$ cat src/rtl/tbc_pkg.sv
package tbc_pkg;

    localparam int DATA_W      = 8;
    localparam int DEF_CNT_W   = 8;
    localparam int DEF_WRAP    = 249;
    localparam int DEF_PRE_DIV = 32;
    localparam int DEF_SYNC    = 2;

    typedef enum logic {
        SEL_CSR = 1'b0,
        SEL_CAP = 1'b1
    } sel_e;

    typedef struct packed {
        logic cap_ie;
        logic dbl;
        logic ovf_ie;
    } ctrl_t;

    typedef struct packed {
        logic cap_flag;
        logic ovf_flag;
    } flags_t;

    // Status word layout; bit positions are software-visible.
    function automatic logic [DATA_W-1:0] pack_csr(ctrl_t c, flags_t f);
        logic [DATA_W-1:0] w;
        w    = '0;
        w[4] = c.cap_ie;
        w[3] = f.cap_flag;
        w[2] = c.dbl;
        w[1] = c.ovf_ie;
        w[0] = f.ovf_flag;
        return w;
    endfunction

    function automatic ctrl_t unpack_ctrl(logic [DATA_W-1:0] w);
        ctrl_t c;
        c.cap_ie = w[4];
        c.dbl    = w[2];
        c.ovf_ie = w[1];
        return c;
    endfunction

    // Flag next state: a hardware event takes priority over a clearing read.
    function automatic logic flag_next(logic cur, logic set_ev, logic clr_rd);
        if (set_ev)      return 1'b1;
        else if (clr_rd) return 1'b0;
        else             return cur;
    endfunction

endpackage

$ cat src/rtl/tbc_prescaler.sv
module tbc_prescaler #(
    parameter int PRE_DIV = 32
) (
    input  logic clk,
    input  logic rst,
    input  logic dbl,
    output logic tick
);
    localparam int PRE_W = (PRE_DIV > 1) ? $clog2(PRE_DIV) : 1;
    localparam logic [PRE_W-1:0] PRE_LAST = PRE_W'(PRE_DIV - 1);

    logic [PRE_W-1:0] pre_q;
    logic             half_q;
    logic             pre_last;

    assign pre_last = (pre_q == PRE_LAST);
    assign tick     = pre_last && (!dbl || half_q);

    always_ff @(posedge clk) begin
        if (rst) begin
            pre_q  <= '0;
            half_q <= 1'b0;
        end else begin
            pre_q <= pre_last ? '0 : pre_q + 1'b1;
            if (pre_last) begin
                half_q <= ~half_q;
            end
        end
    end

    AST_TICK_GAP: assert property (@(posedge clk) disable iff (rst)
        tick |=> !tick);

endmodule

$ cat src/rtl/tbc_counter.sv
module tbc_counter #(
    parameter int CNT_W = 8,
    parameter int WRAP  = 249
) (
    input  logic             clk,
    input  logic             rst,
    input  logic             tick,
    output logic [CNT_W-1:0] cnt,
    output logic             wrap_ev
);
    localparam logic [CNT_W-1:0] WRAP_V = CNT_W'(WRAP);

    assign wrap_ev = tick && (cnt == WRAP_V);

    always_ff @(posedge clk) begin
        if (rst) begin
            cnt <= '0;
        end else if (tick) begin
            cnt <= (cnt == WRAP_V) ? '0 : cnt + 1'b1;
        end
    end

    AST_CNT_RANGE: assert property (@(posedge clk) disable iff (rst)
        cnt <= WRAP_V);
    AST_WRAP_ZERO: assert property (@(posedge clk) disable iff (rst)
        wrap_ev |=> (cnt == '0));
    AST_CNT_HOLD: assert property (@(posedge clk) disable iff (rst)
        !tick |=> $stable(cnt));

endmodule

$ cat src/rtl/tbc_capture.sv
module tbc_capture #(
    parameter int CNT_W = 8,
    parameter int SYNC  = 2
) (
    input  logic             clk,
    input  logic             rst,
    input  logic             pin,
    input  logic [CNT_W-1:0] cnt,
    output logic             cap_ev,
    output logic [CNT_W-1:0] cap_val
);
    // chain[SYNC-1] is the synchronized pin, chain[SYNC] its previous value.
    logic [SYNC:0] chain;

    assign cap_ev = chain[SYNC] ^ chain[SYNC-1];

    always_ff @(posedge clk) begin
        if (rst) begin
            chain   <= '0;
            cap_val <= '0;
        end else begin
            chain <= {chain[SYNC-1:0], pin};
            if (cap_ev) begin
                cap_val <= cnt;
            end
        end
    end

    AST_CAP_VALUE: assert property (@(posedge clk) disable iff (rst)
        cap_ev |=> (cap_val == $past(cnt)));
    AST_CAP_HOLD: assert property (@(posedge clk) disable iff (rst)
        !cap_ev |=> $stable(cap_val));

endmodule

$ cat src/rtl/tbc_regs.sv
module tbc_regs
    import tbc_pkg::*;
#(
    parameter int CNT_W = 8
) (
    input  logic              clk,
    input  logic              rst,
    input  logic              sel,
    input  logic              wr,
    input  logic              rd,
    input  logic [DATA_W-1:0] wdata,
    input  logic              ovf_ev,
    input  logic              cap_ev,
    input  logic [CNT_W-1:0]  cap_val,
    output ctrl_t             ctrl,
    output logic [DATA_W-1:0] rdata,
    output logic              irq_ovf,
    output logic              irq_cap
);
    sel_e   sel_v;
    flags_t flags;
    logic   rd_csr, rd_cap, wr_csr;
    logic   unused_wbits;

    assign sel_v        = sel_e'(sel);
    assign rd_csr       = rd && (sel_v == SEL_CSR);
    assign rd_cap       = rd && (sel_v == SEL_CAP);
    assign wr_csr       = wr && (sel_v == SEL_CSR);
    assign unused_wbits = ^{wdata[7:5], wdata[3], wdata[0]};

    always_ff @(posedge clk) begin
        if (rst) begin
            ctrl  <= '0;
            flags <= '0;
        end else begin
            if (wr_csr) begin
                ctrl <= unpack_ctrl(wdata);
            end
            flags.ovf_flag <= flag_next(flags.ovf_flag, ovf_ev, rd_csr);
            flags.cap_flag <= flag_next(flags.cap_flag, cap_ev, rd_cap);
        end
    end

    always_comb begin
        rdata = '0;
        if (rd) begin
            unique case (sel_v)
                SEL_CSR: rdata = pack_csr(ctrl, flags);
                SEL_CAP: rdata = DATA_W'(cap_val);
                default: rdata = '0;
            endcase
        end
    end

    assign irq_ovf = flags.ovf_flag && ctrl.ovf_ie;
    assign irq_cap = flags.cap_flag && ctrl.cap_ie;

    AST_OVF_SET_WINS: assert property (@(posedge clk) disable iff (rst)
        ovf_ev |=> flags.ovf_flag);
    AST_OVF_RDCLR: assert property (@(posedge clk) disable iff (rst)
        (rd_csr && !ovf_ev) |=> !flags.ovf_flag);
    AST_CAP_SET_WINS: assert property (@(posedge clk) disable iff (rst)
        cap_ev |=> flags.cap_flag);
    AST_CAP_RDCLR: assert property (@(posedge clk) disable iff (rst)
        (rd_cap && !cap_ev) |=> !flags.cap_flag);
    AST_RD_UPPER: assert property (@(posedge clk) disable iff (rst)
        rd_csr |-> (rdata[7:5] == 3'b000));
    AST_IDLE_RDATA: assert property (@(posedge clk) disable iff (rst)
        !rd |-> (rdata == '0));
    AST_FLAG_WR_IGN: assert property (@(posedge clk) disable iff (rst)
        (wr && !rd && !ovf_ev && !cap_ev) |=> $stable(flags));

endmodule

$ cat src/rtl/tbc_top.sv
module tbc_top
    import tbc_pkg::*;
#(
    parameter int CNT_W   = DEF_CNT_W,
    parameter int WRAP    = DEF_WRAP,
    parameter int PRE_DIV = DEF_PRE_DIV,
    parameter int SYNC    = DEF_SYNC
) (
    input  logic              clk,
    input  logic              rst,
    input  logic              cap_pin,
    input  logic              bus_sel,
    input  logic              bus_wr,
    input  logic              bus_rd,
    input  logic [DATA_W-1:0] bus_wdata,
    output logic [DATA_W-1:0] bus_rdata,
    output logic              irq_ovf,
    output logic              irq_cap
);
    ctrl_t            ctrl;
    logic             tick;
    logic             wrap_ev;
    logic             cap_ev;
    logic [CNT_W-1:0] cnt;
    logic [CNT_W-1:0] cap_val;

    tbc_prescaler #(.PRE_DIV(PRE_DIV)) u_pre (
        .clk  (clk),
        .rst  (rst),
        .dbl  (ctrl.dbl),
        .tick (tick)
    );

    tbc_counter #(.CNT_W(CNT_W), .WRAP(WRAP)) u_cnt (
        .clk     (clk),
        .rst     (rst),
        .tick    (tick),
        .cnt     (cnt),
        .wrap_ev (wrap_ev)
    );

    tbc_capture #(.CNT_W(CNT_W), .SYNC(SYNC)) u_cap (
        .clk     (clk),
        .rst     (rst),
        .pin     (cap_pin),
        .cnt     (cnt),
        .cap_ev  (cap_ev),
        .cap_val (cap_val)
    );

    tbc_regs #(.CNT_W(CNT_W)) u_regs (
        .clk     (clk),
        .rst     (rst),
        .sel     (bus_sel),
        .wr      (bus_wr),
        .rd      (bus_rd),
        .wdata   (bus_wdata),
        .ovf_ev  (wrap_ev),
        .cap_ev  (cap_ev),
        .cap_val (cap_val),
        .ctrl    (ctrl),
        .rdata   (bus_rdata),
        .irq_ovf (irq_ovf),
        .irq_cap (irq_cap)
    );

    AST_IRQ_NEEDS_EVENT: assert property (@(posedge clk) disable iff (rst)
        $rose(irq_ovf) |-> ($past(wrap_ev) || $past(bus_wr)));

endmodule

$ cat config.mk
export PLATFORM = sky130hd
export DESIGN_NAME = tbc_top
export DESIGN_NICKNAME = d
export VERILOG_FILES = /design/src/rtl/tbc_pkg.sv /design/src/rtl/tbc_prescaler.sv /design/src/rtl/tbc_counter.sv /design/src/rtl/tbc_capture.sv /design/src/rtl/tbc_regs.sv /design/src/rtl/tbc_top.sv
export SDC_FILE = /design/constraint.sdc
export NUM_CORES = 1
export LEC_CHECK = 0
export BUFFER_PORTS_ARGS = -buffer_cell sky130_fd_sc_hd__buf_4
export CORE_MARGIN = 2
export CORE_UTILIZATION = 58
export DETAILED_ROUTE_END_ITERATION = 12
export PLACE_DENSITY = 0.86
export SETUP_SLACK_MARGIN = 0.5
export SLEW_MARGIN = 20
export SYNTH_ARGS = -nofsm -noshare
export SYNTH_HDL_FRONTEND = slang
export SYNTH_SLANG_ARGS = --single-unit
$ cat constraint.sdc
create_clock -name clk -period 2.8 [get_ports clk]
set_input_delay 0 -clock clk [delete_from_list [all_inputs] [get_ports clk]]
set_output_delay 0 -clock clk [all_outputs]
set_load 0.03 [all_outputs]
==> flow_metrics.tcl <==
set metrics [dict create \
    status "finished, final reports clean" \
    n_antenna_cell 0 \
    combPwrFrac 0.078 \
    cpMostUsedCell "ha_1" \
    synthCells 149 \
    synthDominantAreaCellType "dfxtp_1" \
    crit_path_end_kind "flop" \
    yosys_warnings 0 \
    postRouteAntennaNets 0 \
    synth_seq_cells 30 \
    routed_wl_um 2431 \
    drive_gt1_frac 0.1744 \
    hpwl_um 1782 \
    grt_pass1_wl_um 4326 \
    design.die.area_um2 2678 \
    path_buf_inv 1 \
    setup_ws_ps 1036 \
    cap_violations 0 \
    tightest_slew_ps 591.3 \
    fp.dieW_um 51.75 \
    ios 24 \
    cp_slowest_stage_delay_ps 370 \
    drt_iter0_drc 11 \
    clkPwrFrac 0.325 \
    syn_avg_cell_area_um2 8.876 \
    min-delay-path-class "in2reg" \
    powerDensity_nw_per_um2 480.0 \
    grt_start_max_net_pins 27 \
    fillers 175 \
    wire_per_inst_um 12.16 \
    total_power_uw 750.7 \
    rows 17 \
    rsz0062_at_grt "no" \
    period_share 0.6298 \
    gp_congestion 0.8675 \
    synth_seq_area_share 0.4541 \
    track_usage 0.2229 \
    area_growth_pct 18.26 \
    fp.dieH_um 51.75 \
    worst_setup_path_start_kind "flop" \
    crit_fanout 12 \
    ir_worst_vdd_uv 415.6 \
    critical_path_arrival_ps 2010 \
    drc 0 \
    pwr-share-seq 0.597 \
    synth.top_cells.by_area "dfxtp_1 (45%), mux2i_1 (6.1%), nand2_1 (6.0%)" \
    final.setup.tns_ps 0 \
    cts-root-buf "clkbuf_4" \
    swShare 0.2289 \
    path_cells "ha_1, and3_1, ha_1, buf_4, nand4_1, or3_1, a31oi_1" \
    critPathKind "reg2reg" \
    slew_headroom 0.6045 \
    ctsLongestPathBuffers 2 \
    yosysTopAreaCellShare 0.4541 \
    core_area_um2 2191 \
    finalCriticalPeriod_ps 1764 \
    setup_viol 0 \
    path_delay_family "simple AND/OR/NAND/NOR gates" \
    internal_power_uw 578.8 \
    port_buffers 18 \
    synth.distinct_cells 32 \
    hold_ws_ps 23.67 \
    fin_skew_ps 4.352 \
    slowest_stage "or3_1" \
    leakage_nw 0.6355 \
    fmax_mhz 567.0 \
    grt_pass1_vias 1074 \
    initial_core_util 0.6037 \
    cts_tree "built" \
    layout.nets 191 \
    hold_viol_final 0 \
    clock-sinks 30 \
    avgViaCountPerCell 5.390 \
    dp_slack_ps 1037 \
    htree_levels 2 \
    grt_overflow 0 \
    syn_area_um2 1323 \
    slew_viol_final 0 \
    antenna_found_initial 0 \
    drt-pass1-iter-count 4 \
    post_cts_buffers 0 \
    cts_buffers 5 \
    clk_pin_slew_ps 80 \
    syn-num-nets 167 \
    switching_power_uw 171.8 \
    vias 1078 \
    clkLatencyLatePin_ps 320 \
    cp.required_ps 3050 \
]
power groups by stage:
stage / Sequential [mW] / Clock [mW] / Combinational (mW)
4_1_cts: 0.448 / 0.251 / 0.0589
6_report: 0.448 / 0.244 / 0.0585
3_5_place_dp: 0.459 / 0 / 0.0543
5_1_grt: 0.451 / 0.269 / 0.0658
3_3_place_gp: 0.458 / 0 / 0.0523
2_1_floorplan: 0.456 / 0 / 0.0377
synth_stat cells:
cell type,instances
a211oi_1,1
a21oi_1,10
a31oi_1,2
and2_1,3
and2_2,1
and3_1,6
buf_2,1
buf_4,1
clkbuf_1,4
dfxtp_1,30
ha_1,4
inv_1,4
mux2i_1,8
nand2_1,21
nand2_2,1
nand2b_4,1
nand3_1,6
nand3_2,1
nand4_1,2
nor2_1,15
nor2b_1,4
nor3_1,3
nor3b_1,2
o21ai_0,1
o21bai_1,1
o311ai_0,2
o31ai_1,1
o41ai_2,1
or3_1,2
or4_1,1
xnor2_1,4
xor2_1,5
through the flow:
stage                     instance area [µm²]  utilization  std cells
after global placement                   1473       0.6722        190
after global routing                     1564       0.7139        200
after floorplan                          1323            -        149
final                                    1564       0.7139        200
after CTS                                1564       0.7139        200
after detailed placement                 1473       0.6722        190
cell families (layout without fill, tap and decap cells):
logic type               count (synthesis)  in the layout  synth area share
AND/OR/NAND/NOR                         69             69            0.2621
flip-flops                              30             30            0.4541
AO/OA/AOI/OAI                           19             19           0.09367
buffers and inverters                   10             33           0.03216
XOR/XNOR                                 9              9           0.05960
multiplexers                             8              8           0.06055
adder cells (fa/ha/maj)                  4              4           0.03784
layout make-up:
class,count,area [µm²],area share
clock buffer,6,51.30,0.03280
inverter,4,15.01,0.009600
multi-input combinational,109,679.4,0.4344
sequential,30,600.6,0.3840
tap,28,35.03,0.02240
timing repair buffer,23,182.7,0.1168
metal layers:
layer / GRT usage / share of wire / wire [µm] / up-vias
met3: 0.1006 / 0.053 / 129 / 6
met1: 0.2230 / 0.43 / 1048 / 479
met2: 0.3932 / 0.50 / 1226 / 33
met4: 0.1009 / 0.011 / 27 / 0
li1: - / - / - / 560
met5: 0 / 0 / 0 / -
what timing repair did:
item                      in CTS  in global routing
hold endpoints to repair       4                  0
gates resized for setup        0                  0
hold buffers                   4                  0
registers in the layout, summed over array words and instances, names as in the netlist:
signal         count
u_cap.cap_val      8
u_cap.chain        3
u_cnt.cnt          8
u_pre.half_q       1
u_pre.pre_q        5
u_regs.ctrl        3
u_regs.flags       2
path summary, 6_finish.rpt:
check                           slack, ps              end  depth (start not counted)           start
worst max-delay path                 1040     u_cnt.cnt[6]                          7  u_pre.pre_q[0]
worst min-delay path                   20  u_regs.flags[1]                          2             rst
worst max register to register       1040     u_cnt.cnt[6]                          7  u_pre.pre_q[0]
worst min register to register        440   u_cap.chain[1]                          1  u_cap.chain[0]
worst reg2reg max path: stages, from the launching register on:
cell and delay, ps:
dfxtp_1 360, ha_1 180, and3_1 150, ha_1 170, buf_4 190, nand4_1 120, or3_1 370, a31oi_1 150
layout by cell type (no fill, tap or decap), types with 3 or more instances in the layout:
cell type / Yosys / routed
nand3_1: 6 / 6
inv_1: 4 / 4
mux2i_1: 8 / 8
dfxtp_1: 30 / 30
buf_4: 1 / 19
xor2_1: 5 / 5
a21oi_1: 10 / 10
clkbuf_4: 0 / 5
nand2_1: 21 / 21
nor2b_1: 4 / 4
dlygate4sd3_1: 0 / 4
ha_1: 4 / 4
and2_1: 3 / 3
xnor2_1: 4 / 4
nor3_1: 3 / 3
nor2_1: 15 / 15
and3_1: 6 / 6
Note: power is estimated with default switching activity, not from simulation.
